==> src/rtl/i2cmux_pkg.sv <==
package i2cmux_pkg;
  localparam int BYTE_W = 8;

  typedef enum logic [2:0] {
    ST_IDLE,
    ST_ADDR,
    ST_ADDR_ACK,
    ST_WR,
    ST_WR_ACK,
    ST_RD,
    ST_RD_ACK
  } slv_state_e;
endpackage

==> src/rtl/i2cmux_sync.sv <==
module i2cmux_sync #(
  parameter int          W       = 1,
  parameter int          STAGES  = 2,
  parameter logic [W-1:0] RST_VAL = '1
) (
  input  logic         clk,
  input  logic         rst_n,
  input  logic [W-1:0] d,
  output logic [W-1:0] q
);
  logic [W-1:0] stg_q [STAGES];

  for (genvar s = 0; s < STAGES; s++) begin : g_stg
    if (s == 0) begin : g_first
      always_ff @(posedge clk or negedge rst_n) begin
        if (!rst_n) stg_q[s] <= RST_VAL;
        else        stg_q[s] <= d;
      end
    end else begin : g_next
      always_ff @(posedge clk or negedge rst_n) begin
        if (!rst_n) stg_q[s] <= RST_VAL;
        else        stg_q[s] <= stg_q[s-1];
      end
    end
  end

  assign q = stg_q[STAGES-1];
endmodule

==> src/rtl/i2cmux_bus_cond.sv <==
module i2cmux_bus_cond (
  input  logic clk,
  input  logic rst_n,
  input  logic scl_s,
  input  logic sda_s,
  output logic start_det,
  output logic stop_det,
  output logic scl_rise,
  output logic scl_fall
);
  logic scl_q, sda_q;

  always_ff @(posedge clk or negedge rst_n) begin
    if (!rst_n) begin
      scl_q <= 1'b1;
      sda_q <= 1'b1;
    end else begin
      scl_q <= scl_s;
      sda_q <= sda_s;
    end
  end

  assign start_det = scl_s && scl_q && sda_q && !sda_s;
  assign stop_det  = scl_s && scl_q && !sda_q && sda_s;
  assign scl_rise  = scl_s && !scl_q;
  assign scl_fall  = !scl_s && scl_q;

  // START and STOP can never be reported in the same cycle
  p_cond_excl_r9: assert property (@(posedge clk) disable iff (!rst_n)
    !(start_det && stop_det));
endmodule

==> src/rtl/i2cmux_slave_fsm.sv <==
module i2cmux_slave_fsm
  import i2cmux_pkg::*;
#(
  parameter logic [3:0] DEV_ID = 4'b1110,
  parameter int         LOW_W  = 4
) (
  input  logic              clk,
  input  logic              rst_n,
  input  logic              scl_s,
  input  logic              sda_s,
  input  logic              start_det,
  input  logic              stop_det,
  input  logic              scl_rise,
  input  logic              scl_fall,
  input  logic [2:0]        addr_pins,
  input  logic [BYTE_W-1:0] rd_byte,
  output logic              sda_oe,
  output logic              wr_stb,
  output logic [LOW_W-1:0]  wr_low
);
  localparam int CNT_W = $clog2(BYTE_W + 1);
  localparam logic [CNT_W-1:0] CNT_FULL = CNT_W'(BYTE_W);
  localparam logic [CNT_W-1:0] CNT_LAST = CNT_W'(BYTE_W - 1);

  slv_state_e        state_q, state_d;
  logic [BYTE_W-1:0] sh_q, sh_d;
  logic [CNT_W-1:0]  cnt_q, cnt_d;
  logic              oe_q, oe_d;
  logic              addr_hit;

  assign addr_hit = (sh_q[BYTE_W-1:1] == {DEV_ID, addr_pins});

  always_comb begin
    state_d = state_q;
    sh_d    = sh_q;
    cnt_d   = cnt_q;
    oe_d    = oe_q;
    wr_stb  = 1'b0;
    if (stop_det) begin
      state_d = ST_IDLE;
      oe_d    = 1'b0;
    end else if (start_det) begin
      state_d = ST_ADDR;
      cnt_d   = '0;
      oe_d    = 1'b0;
    end else begin
      unique case (state_q)
        ST_IDLE: ;
        ST_ADDR, ST_WR: begin
          if (scl_rise && cnt_q < CNT_FULL) begin
            sh_d  = {sh_q[BYTE_W-2:0], sda_s};
            cnt_d = cnt_q + 1'b1;
          end else if (scl_fall && cnt_q == CNT_FULL) begin
            if (state_q == ST_WR) begin
              state_d = ST_WR_ACK;
              oe_d    = 1'b1;
              wr_stb  = 1'b1;
            end else if (addr_hit) begin
              state_d = ST_ADDR_ACK;
              oe_d    = 1'b1;
            end else begin
              state_d = ST_IDLE;
            end
          end
        end
        ST_ADDR_ACK: begin
          if (scl_fall) begin
            cnt_d = '0;
            if (sh_q[0]) begin
              state_d = ST_RD;
              sh_d    = rd_byte;
              oe_d    = !rd_byte[BYTE_W-1];
            end else begin
              state_d = ST_WR;
              oe_d    = 1'b0;
            end
          end
        end
        ST_WR_ACK: begin
          if (scl_fall) begin
            state_d = ST_WR;
            cnt_d   = '0;
            oe_d    = 1'b0;
          end
        end
        ST_RD: begin
          if (scl_fall) begin
            if (cnt_q == CNT_LAST) begin
              state_d = ST_RD_ACK;
              oe_d    = 1'b0;
            end else begin
              sh_d  = {sh_q[BYTE_W-2:0], 1'b0};
              cnt_d = cnt_q + 1'b1;
              oe_d  = !sh_q[BYTE_W-2];
            end
          end
        end
        ST_RD_ACK: begin
          if (scl_rise) begin
            if (sda_s) state_d = ST_IDLE;
            else       cnt_d   = CNT_FULL;
          end else if (scl_fall && cnt_q == CNT_FULL) begin
            state_d = ST_RD;
            cnt_d   = '0;
            sh_d    = rd_byte;
            oe_d    = !rd_byte[BYTE_W-1];
          end
        end
        default: state_d = ST_IDLE;
      endcase
    end
  end

  always_ff @(posedge clk or negedge rst_n) begin
    if (!rst_n) begin
      state_q <= ST_IDLE;
      sh_q    <= '0;
      cnt_q   <= '0;
      oe_q    <= 1'b0;
    end else begin
      state_q <= state_d;
      sh_q    <= sh_d;
      cnt_q   <= cnt_d;
      oe_q    <= oe_d;
    end
  end

  assign sda_oe = oe_q;
  assign wr_low = sh_q[LOW_W-1:0];

  // outside a transfer the block never pulls SDA
  p_idle_quiet_r7: assert property (@(posedge clk) disable iff (!rst_n)
    (state_q == ST_IDLE) |-> !sda_oe);

  // a START always restarts address reception from bit zero
  p_restart_r9: assert property (@(posedge clk) disable iff (!rst_n)
    (start_det && !stop_det) |=> (state_q == ST_ADDR && cnt_q == '0));

  // SDA drive changes only while SCL is low, unless START/STOP reset it
  p_sda_low_phase_r10: assert property (@(posedge clk) disable iff (!rst_n)
    (!$stable(sda_oe) && !$past(start_det || stop_det)) |-> !scl_s);

  // a written byte is acknowledged in the ninth clock
  p_wr_ack_r10: assert property (@(posedge clk) disable iff (!rst_n)
    wr_stb |=> sda_oe);
endmodule

==> src/rtl/i2cmux_sel_reg.sv <==
module i2cmux_sel_reg #(
  parameter int NUM_CH = 4,
  parameter int LOW_W  = 4
) (
  input  logic              clk,
  input  logic              rst_n,
  input  logic              wr_stb,
  input  logic [LOW_W-1:0]  wr_low,
  input  logic              stop_det,
  output logic [LOW_W-1:0]  pend_low,
  output logic [NUM_CH-1:0] chan_en
);
  localparam int SEL_W = $clog2(NUM_CH);
  localparam int ACT_W = SEL_W + 1;

  logic [LOW_W-1:0] pend_q;
  logic [ACT_W-1:0] act_q;

  always_ff @(posedge clk or negedge rst_n) begin
    if (!rst_n)      pend_q <= '0;
    else if (wr_stb) pend_q <= wr_low;
  end

  always_ff @(posedge clk or negedge rst_n) begin
    if (!rst_n)        act_q <= '0;
    else if (stop_det) act_q <= pend_q[ACT_W-1:0];
  end

  for (genvar g = 0; g < NUM_CH; g++) begin : g_dec
    assign chan_en[g] = act_q[SEL_W] && (act_q[SEL_W-1:0] == SEL_W'(g));
  end

  assign pend_low = pend_q;

  // at most one channel is ever enabled
  p_onehot_r3: assert property (@(posedge clk) disable iff (!rst_n)
    $onehot0(chan_en));

  // the enables move only in the cycle after a STOP
  p_hold_until_stop_r4: assert property (@(posedge clk) disable iff (!rst_n)
    !stop_det |=> $stable(chan_en));
endmodule

==> src/rtl/i2c_chansel_ctrl.sv <==
module i2c_chansel_ctrl
  import i2cmux_pkg::*;
#(
  parameter int         NUM_CH      = 4,
  parameter int         SYNC_STAGES = 2,
  parameter logic [3:0] DEV_ID      = 4'b1110
) (
  input  logic              clk,
  input  logic              rst_n,
  input  logic              scl_i,
  input  logic              sda_i,
  input  logic [2:0]        addr_pins_i,
  output logic              sda_oe_o,
  input  logic [NUM_CH-1:0] irq_n_i,
  output logic              irq_n_o,
  output logic [NUM_CH-1:0] chan_en_o
);
  localparam int LOW_W = BYTE_W - NUM_CH;

  logic             scl_s, sda_s;
  logic [NUM_CH-1:0] irq_s;
  logic             start_det, stop_det, scl_rise, scl_fall;
  logic             wr_stb;
  logic [LOW_W-1:0] wr_low, pend_low;
  logic [BYTE_W-1:0] rd_byte;

  i2cmux_sync #(.W(2), .STAGES(SYNC_STAGES), .RST_VAL(2'b11)) u_bus_sync (
    .clk(clk), .rst_n(rst_n), .d({scl_i, sda_i}), .q({scl_s, sda_s})
  );

  i2cmux_sync #(.W(NUM_CH), .STAGES(SYNC_STAGES), .RST_VAL({NUM_CH{1'b1}})) u_irq_sync (
    .clk(clk), .rst_n(rst_n), .d(irq_n_i), .q(irq_s)
  );

  i2cmux_bus_cond u_cond (
    .clk(clk), .rst_n(rst_n), .scl_s(scl_s), .sda_s(sda_s),
    .start_det(start_det), .stop_det(stop_det),
    .scl_rise(scl_rise), .scl_fall(scl_fall)
  );

  assign rd_byte = {~irq_s, pend_low};

  i2cmux_slave_fsm #(.DEV_ID(DEV_ID), .LOW_W(LOW_W)) u_fsm (
    .clk(clk), .rst_n(rst_n), .scl_s(scl_s), .sda_s(sda_s),
    .start_det(start_det), .stop_det(stop_det),
    .scl_rise(scl_rise), .scl_fall(scl_fall),
    .addr_pins(addr_pins_i), .rd_byte(rd_byte),
    .sda_oe(sda_oe_o), .wr_stb(wr_stb), .wr_low(wr_low)
  );

  i2cmux_sel_reg #(.NUM_CH(NUM_CH), .LOW_W(LOW_W)) u_sel (
    .clk(clk), .rst_n(rst_n), .wr_stb(wr_stb), .wr_low(wr_low),
    .stop_det(stop_det), .pend_low(pend_low), .chan_en(chan_en_o)
  );

  assign irq_n_o = &irq_n_i;
endmodule

==> config.mk <==
export PLATFORM = sky130hd
export DESIGN_NAME = i2c_chansel_ctrl
export DESIGN_NICKNAME = d
export VERILOG_FILES = /design/src/rtl/i2cmux_pkg.sv /design/src/rtl/i2cmux_sync.sv /design/src/rtl/i2cmux_bus_cond.sv /design/src/rtl/i2cmux_slave_fsm.sv /design/src/rtl/i2cmux_sel_reg.sv /design/src/rtl/i2c_chansel_ctrl.sv
export SDC_FILE = /design/constraint.sdc
export NUM_CORES = 1
export LEC_CHECK = 0
export BUFFER_PORTS_ARGS = -buffer_cell sky130_fd_sc_hd__buf_2
export CAP_MARGIN = 0
export CORE_MARGIN = 1.5
export CORE_UTILIZATION = 50
export CTS_BUF_LIST = sky130_fd_sc_hd__clkbuf_2 sky130_fd_sc_hd__clkbuf_4 sky130_fd_sc_hd__clkbuf_8
export DETAILED_ROUTE_END_ITERATION = 16
export GPL_ROUTABILITY_DRIVEN = 1
export PLACE_DENSITY = 0.69
export SETUP_SLACK_MARGIN = 0.15
export SLEW_MARGIN = 20
export SYNTH_ARGS = -nofsm -noshare
export SYNTH_HDL_FRONTEND = slang
export SYNTH_SLANG_ARGS = --single-unit
==> constraint.sdc <==
create_clock -name clk -period 2.2 [get_ports clk]
set_input_delay 0.22 -clock clk [delete_from_list [all_inputs] [get_ports clk]]
set_output_delay 0.22 -clock clk [all_outputs]
set_load 0.05 [all_outputs]
# Word-level counts from Yosys, hierarchy flattened
# Index checks and enable logic that the tools add are counted.
# op_classes
n_reduce_logical	32
n_addsub	1
eq_ne	37
n_lt_le_gt_ge	1
muxes	52
bitwise_logic	3
# ops
cell	n
8-bit two-way mux	7
3-bit two-way mux	13
4-bit two-way mux	8
8-bit case mux with 4 select lines	1
9-bit AND reduction	3
4-bit by 3-bit inequality test with 1-bit output (second input constant)	6
1-bit two-way mux	19
3-bit case mux with 6 select lines	1
4-bit case mux with 4 select lines	1
1-bit logical AND	13
4-bit inequality test (second input constant)	3
2-bit by 1-bit inequality test with 1-bit output (second input constant)	5
5-bit by 3-bit inequality test with 1-bit output (second input constant)	2
10-bit AND reduction	1
3-bit == test (second input constant)	3
8-bit AND reduction	1
7-bit == test	1
7-bit nonzero test	1
3-bit by 2-bit == test with 1-bit output (second input constant)	2
1-bit logical NOT	6
3-bit by 2-bit inequality test with 1-bit output (second input constant)	2
3-bit inequality test (second input constant)	2
5-bit inequality test (second input constant)	1
1-bit case mux with 5 select lines	1
19 further kinds	23
# word_totals
reg_bits	37
inputBits	11
output_inout_bits	6
elab_cells	139

# Longest topological paths before layout
# Gate-level depths: netlist of run 1.
# logic_depth
word_depth	8
depth_mapped	8
depth_no_buf	7

# Hierarchy
# A second synthesis of run 1 with hierarchy kept.
# unflattened
hier_cells	198
hier_area_um2	2088.3
# by_module_without_submodules
mod	area_per_inst_um2	n_inst	cells_per_inst	seq_area_each_um2
i2cmux_slave_fsm	1331.3	1	151	400.4
i2cmux_sel_reg	285.3	1	18	175.2
i2cmux_sync (u_irq_sync)	240.2	1	12	210.2
i2cmux_sync (u_bus_sync)	120.1	1	6	105.1
i2cmux_bus_cond	87.6	1	6	52.6
i2c_chansel_ctrl	23.8	1	5	0.0

# Least setup slack after synthesis of run 1
# OpenSTA, ideal clock, no wires.
# synth_timing
path_kind	flip-flop to flip-flop
from	register u_bus_sync.stg_q, in the netlist u_bus_sync.q[1]
to	register u_fsm.cnt_q[0]
path_stages_with_launch	6
setup_ps	77
n_path_buf	0
period_less_slack_ps	1947
setup_slack_ps	253
arrival_ps	1869
required_ps	2123
cell_sequence	dfstp_2 -> or4b_4 -> o2111ai_2 -> o311ai_2 -> or4_1 -> a21oi_1
# synth_via
elab_chain_cells	5
elab_cells_between_ends	22
cone_classes	6 x eq/ne; 3 x mux; 1 x bitwise; 12 x reduce/logical
# synth_lines
element	line_no	text
start, declared	i2cmux_sync.sv:11	logic [W-1:0] stg_q [STAGES];
start signal, assigned by index	i2cmux_sync.sv:22	else stg_q[s] <= stg_q[s-1];
1-bit logical AND or 1-bit logical NOT (tied branches)	i2cmux_bus_cond.sv:23, i2cmux_bus_cond.sv:24, i2cmux_bus_cond.sv:26	
1-bit logical AND (on tied branches)	i2cmux_bus_cond.sv:23, i2cmux_bus_cond.sv:24, i2cmux_bus_cond.sv:26	
1-bit logical AND (on tied branches)	i2cmux_bus_cond.sv:23, i2cmux_slave_fsm.sv:102, i2cmux_bus_cond.sv:24	
4-bit by 2-bit inequality test with 1-bit output (no source line) (tied with other cells)	n/a	
8-bit AND reduction (no source line)	n/a	
end signal, assigned	i2cmux_slave_fsm.sv:123	cnt_q <= cnt_d;
end, declared	i2cmux_slave_fsm.sv:27	logic [CNT_W-1:0] cnt_q, cnt_d;
# Several ways; a longest one is shown, not always the timed one.
# A chain may end at the register's enable or synchronous reset.

# Final worst setup path of run 1
# Same ends and word-level chain as after synthesis.

==> out/results.ini, run 1 <==
[clocking]
cts_buffers=5
clk_path_buf_depth=2
cts_tree=done
clk_pin_slew_ns=0.08
clk_latency_ns=0.28
htreeDepth=2
cts_num_sinks=37
root_buffer=clkbuf_8

[sta]
final_hold_viol_count=0
period_needed_ns=2.02
final_max_slew_viol_count=0
rsz0062_at_grt=true
timing.hold.ws_ns=0.0179
finalSetupViolCount=0
max_slew_margin_pct=46.9
post-route-period-util_pct=91.8
final.setup_skew_ns=0.00683
max_freq_mhz=495
worst_slew_pin_slew_ns=0.797
setup-tns-final_ns=0

[power]
power.leakage_nw=1.00
p_per_area_mw_per_mm2=907
vdd.ir_drop.worst_mv=0.487

[layout]
layout-drive-gt1-share_pct=30.7
fillers=293
multi_input_area_mm2=0.00102
seq_area_um2=943
nNetsFinal=237
syn2layout_area_growth_pct=17.4
antenna-diode-count=0

[routing]
viasPerCell=5.96
vias=1627
drt-met1-wl_um=2000
ant_nets=0
drc=0
wl_met2_um=2100
met3_length_um=224
drt-initial-drc-count=107
routedWlPerCell_um=16.1
top_layer=met4
dr.pass1.iters=4
routed_wirelength_um=4390

[synth]
synth_fa_ha_area_share_pct=1.25
postSynthCellCount=203
ys_seq_area_share_pct=47.3
synth_compound_area_share_pct=20.7
ys.warnings.count=0
syn_area_mm2=0.00199
ys_seq_elements=37
synthArstFlopShare_pct=100
synth_xor_xnor_area_share_pct=3.07
netlist-cell-type-count=53
synth_edf_count=0
ys.flop_type=dfrtp_1
avgSynthCellArea_um2=9.82
syn_nets=216
muxShareOfSynthArea_pct=2.76
synth_top_family_by_area=compound AO/OA/AOI/OAI gates
yosys.area_share.simple_pct=20.4

[worst_setup_path]
path_cells=or4b_4 -> o2111ai_4 -> o311ai_4 -> or4_1 -> a21oi_2
critPathSlowestCell=dfstp_2
critPathArrivalTime_ns=2.24
critPathLaunchType=register
path_delay_family=simple AND/OR/NAND/NOR gates
cp_num_buf_inv=0
cp-end-kind=register
crit_type=reg -> reg
max_stage_delay_ns=0.57
crit_required_ns=2.42
cp_max_fo=6

[die]
initial_core_util_pct=53.3
core_mm2=0.00374
fp.dieH_um=66.2
dieArea_mm2=0.00438
pin_count=17
fp-row-count=22
die_x_um=66.2

[global_route]
first_global_vias=1573
grt-ovfl-total=0
grt_usage_pct=22.3
grt_max_degree=38
antenna_found_initial=0
grt_pass1_wl_um=7340

[placed_design]
numPortBuffers=16
dp_hpwl_um=3170
place_congestion=0.936

[hold_path]
min_path_type=in -> async

[flow_run]
max_cap_viol_count=0

[status]
status=finished clean

[cells in the final DEF (no fill, tap or decap), types with 6 or more instances in the layout]
cell / instances
nand3_1: 7
buf_2: 16
dfstp_2: 14
nand2_1: 19
nor2_1: 16
dfrtp_1: 23
a21oi_1: 11
o22a_1: 10
buf_4: 10
inv_1: 6
o21ai_0: 15
[cells by family (layout without fill, tap and decap cells)]
logic type,count (synthesis),in the layout
buffers and inverters,18,40
AOI/OAI and AO/OA,59,59
xor gates and xnor gates,7,7
and+or+nand+nor,75,75
muxes,5,5
DFF,37,37
adders and majority gates,2,2
[Yosys cell counts (2+ instances only)]
| library cell | number | share of area, % |
|---|---|---|
| a211oi_1 | 2 | 0.75 |
| a21oi_1 | 13 | 3.3 |
| and3_1 | 2 | 0.63 |
| and3b_1 | 3 | 1.3 |
| buf_2 | 3 | 0.75 |
| buf_6 | 2 | 1.1 |
| clkbuf_1 | 6 | 1.1 |
| dfrtp_1 | 23 | 29 |
| dfstp_2 | 14 | 18 |
| ha_1 | 2 | 1.3 |
| inv_1 | 6 | 1.1 |
| mux2_2 | 4 | 2.3 |
| nand2_1 | 20 | 3.8 |
| nand2b_1 | 4 | 1.3 |
| nand3_1 | 7 | 1.8 |
| nand4_1 | 3 | 0.94 |
| nor2_1 | 16 | 3.0 |
| nor2b_1 | 3 | 0.94 |
| nor3_1 | 3 | 0.75 |
| nor3b_1 | 3 | 1.1 |
| o21ai_0 | 16 | 4.0 |
| o22a_1 | 10 | 4.4 |
| o2bb2ai_1 | 2 | 0.88 |
| o31ai_1 | 2 | 0.75 |
| xnor2_1 | 4 | 1.8 |
| xor2_1 | 3 | 1.3 |
[final timing paths]
check / endpoint / cells past startpoint / from / slack [ns]
min: u_fsm.sh_q[1] / 1 / rst_n / 0.02
max reg2reg: u_fsm.cnt_q[0] / 5 / u_bus_sync.q[1] / 0.18
min reg2reg: u_irq_sync.q[1] / 0 / u_irq_sync.stg_q[5] / 0.36
max in group asynchronous: u_fsm.cnt_q[0] / 1 / rst_n / 1.68
min in group clk: u_bus_sync.stg_q[3] / 1 / scl_i / 0.03
max: u_fsm.cnt_q[0] / 5 / u_bus_sync.q[1] / 0.18
[through the flow]
step / total power [mW] / cells / setup slack [ns] / utilization (%) / area (µm²)
3_5_place_dp: 1.40 / 263 / 0.128 / 56.8 / 2130
2_1_floorplan: 1.29 / 203 / 0.253 / - / 1990
5_1_grt: 2.25 / 273 / 0.108 / 62.5 / 2340
3_3_place_gp: 1.39 / 263 / 0.173 / 56.8 / 2130
4_1_cts: 2.12 / 272 / 0.152 / 61.5 / 2300
6_report: 2.12 / 273 / 0.181 / 62.5 / 2340
[state kept, by name, summed over array words and instances (netlist names)]
| name | cells |
|---|---|
| u_fsm.sh_q | 8 |
| u_fsm.cnt_q | 4 |
| u_irq_sync.q | 4 |
| u_irq_sync.stg_q | 4 |
| u_sel.pend_low | 4 |
| u_fsm.state_q | 3 |
| u_sel.act_q | 3 |
| u_bus_sync.q | 2 |
| u_bus_sync.stg_q | 2 |
| u_cond.scl_q | 1 |
| u_cond.sda_q | 1 |
| u_fsm.sda_oe | 1 |
[layer usage]
layer,track usage (%),vias up
met4,7.65,0
met2,36.4,48
li1,-,782
met5,0,-
met3,4.60,8
met1,29.3,789
[cell type report]
| class | count | share of cell area, % |
|---|---|---|
| multi-input cells | 148 | 43.7 |
| flip-flops and latches | 37 | 40.3 |
| repair buffers | 26 | 6.63 |
| clock buffers | 5 | 2.94 |
| clock inverters | 3 | 2.94 |
| well taps | 48 | 2.57 |
| inverters | 6 | 0.962 |
[power by group]
part	internal [mW]	switching, mW
logic	0.247	0.243
clock network	0.456	0.243
registers	0.807	0.127
[timing repair]
action,CTS,global route
pin swaps,1,2
hold buffers,0,0
endpoints found under the setup margin,1,10
resized for setup,3,10
setup buffers,1,1
gates cloned,0,0
Power figures use the tool's default switching activity.
==> run 2: changes to the inputs <==
- clock period: 2.2 -> 2.4 ns (I/O delays scaled with it)
==> out/results.ini, run 2 (synthesized netlist as in run 1, its figures left out) <==
[global_route]
grt_pass1_wl_um=7430  ; +1.2%
grt_usage_pct=22.5  ; +0.19 points
grt_max_degree=38  ; unchanged
first_global_vias=1585  ; +0.76%
grt-ovfl-total=0  ; unchanged
antenna_found_initial=0  ; unchanged

[placed_design]
numPortBuffers=16  ; unchanged
dpl_worst_slack_ns=0.316  ; +0.188 ns
dp_hpwl_um=3160  ; -0.53%
place_congestion=0.952  ; +1.7%
dp.cells=261  ; -0.76%

[layout]
syn2layout_area_growth_pct=11.7
fin_util_pct=59.5  ; -3.0 points
layout_commonest_cell=dfrtp_1
fin_cells=269  ; -1.5%
layout-drive-gt1-share_pct=25.8  ; -4.9 points
layout_common_cells=dfrtp_1 (22), nand2_1 (20), nor2_1 (16), o21ai_0 (16), buf_2 (16)
largest_register_ffs=8  ; unchanged
top_register=u_fsm.sh_q
antenna-diode-count=0  ; unchanged
nNetsFinal=233  ; -1.7%

[sta]
setup-tns-final_ns=0  ; unchanged
max_slew_margin_pct=48.0  ; +1.1 points
timing.hold.ws_ns=0.0142  ; -0.00372 ns
rsz0062_at_grt=false
post-route-period-util_pct=86.6  ; -5.2 points
final.setup_skew_ns=0.00586  ; -0.000962 ns
worst_slew_pin_slew_ns=0.780  ; -0.0172 ns
final_max_slew_viol_count=0  ; unchanged
final_hold_viol_count=0  ; unchanged
max_freq_mhz=481  ; -2.8%
fin_ws_ns=0.322  ; +0.142 ns
finalSetupViolCount=0  ; unchanged
period_needed_ns=2.08  ; +0.0583 ns

[power]
p_per_area_mw_per_mm2=815  ; -10%
vdd.ir_drop.worst_mv=0.451  ; -7.3%
power.leakage_nw=0.966  ; -3.5%

[clocking]
root_buffer=clkbuf_8
post_cts_buffers=0  ; -1
cts_tree=done
clk_pin_slew_ns=0.08  ; about the same
clk_latency_ns=0.30  ; +0.02 ns
cts_buffers=5  ; unchanged
clk_path_buf_depth=2  ; unchanged
htreeDepth=2  ; unchanged
cts.repair.resized=0  ; -3
cts_num_sinks=37  ; unchanged
hold_buffers=0  ; unchanged

[routing]
drt-initial-drc-count=104  ; -2.8%
viasPerCell=6.12  ; +2.6%
dr.pass1.iters=4  ; unchanged
ant_nets=0  ; unchanged
drc=0  ; unchanged
routed_wirelength_um=4230  ; -3.5%
vias=1645  ; +1.1%
routedWlPerCell_um=15.7  ; -2.1%

[worst_setup_path]
cp-end-kind=register
critPathLaunchType=register
cp_max_fo=9  ; +3
critPathArrivalTime_ns=2.30  ; +0.06 ns
crit_required_ns=2.62  ; +0.20 ns
crit_type=reg -> reg

[die]
core_mm2=0.00374  ; unchanged
initial_core_util_pct=53.3  ; unchanged
pin_count=17  ; unchanged
die_x_um=66.2  ; unchanged
fp-row-count=22  ; unchanged
dieArea_mm2=0.00438  ; unchanged
fp.dieH_um=66.2  ; unchanged

[hold_path]
min_path_type=in -> async

[flow_run]
max_cap_viol_count=0  ; unchanged

[status]
status=finished clean

-- run 2: where the power goes --
part / switching (mW) / total, mW / internal, mW
Clock: 0.234 / 0.545 / 0.312
Combinational: 0.195 / 0.398 / 0.204
Sequential: 0.131 / 0.871 / 0.739
-- run 2: area by class of cell --
class	count	area (µm²)
flip-flops and latches	37	945
clock buffers	5	68.8
clock inverters	3	45.0
repair buffers	22	125
fillers	335	1520
multi-input cells	148	961
inverters	6	22.5
well taps	48	60.1
-- run 2: worst paths after layout --
kind / start / cells past startpoint / to / slack (ns)
max: u_bus_sync.q[1] / 5 / u_fsm.cnt_q[0] / 0.32
min: rst_n / 1 / u_fsm.sda_oe / 0.01
max reg2reg: u_bus_sync.q[1] / 5 / u_fsm.cnt_q[0] / 0.32
min reg2reg: u_bus_sync.stg_q[3] / 0 / u_bus_sync.q[1] / 0.36
max in group asynchronous: rst_n / 1 / u_fsm.state_q[1] / 1.86
min in group clk: sda_i / 1 / u_bus_sync.stg_q[2] / 0.04
-- run 2: routing by layer --
| layer | part of all wire [%] | GRT usage (%) | wire [µm] | vias up |
|---|---|---|---|---|
| met4 | 1.8 | 8.67 | 78 | 0 |
| met1 | 45 | 30.2 | 1920 | 814 |
| met2 | 47 | 35.1 | 1990 | 51 |
| met3 | 5.8 | 5.11 | 247 | 9 |
| met5 | 0 | 0 | 0 | - |
| li1 | - | - | - | 771 |
-- run 2: per-stage QoR --
step	power, mW	instance area (µm²)
after detailed placement	1.28	2110
final	1.81	2230
after CTS	1.83	2230
after global placement	1.26	2110
after floorplan	1.18	1990
after global routing	1.91	2230
-- run 2: critical path, cell delays in order (launching register included) --
cell and delay (ns):
dfstp_2 0.60, or4b_4 0.48, o2111ai_2 0.11, o311ai_2 0.19, or4_1 0.49, a21oi_1 0.13
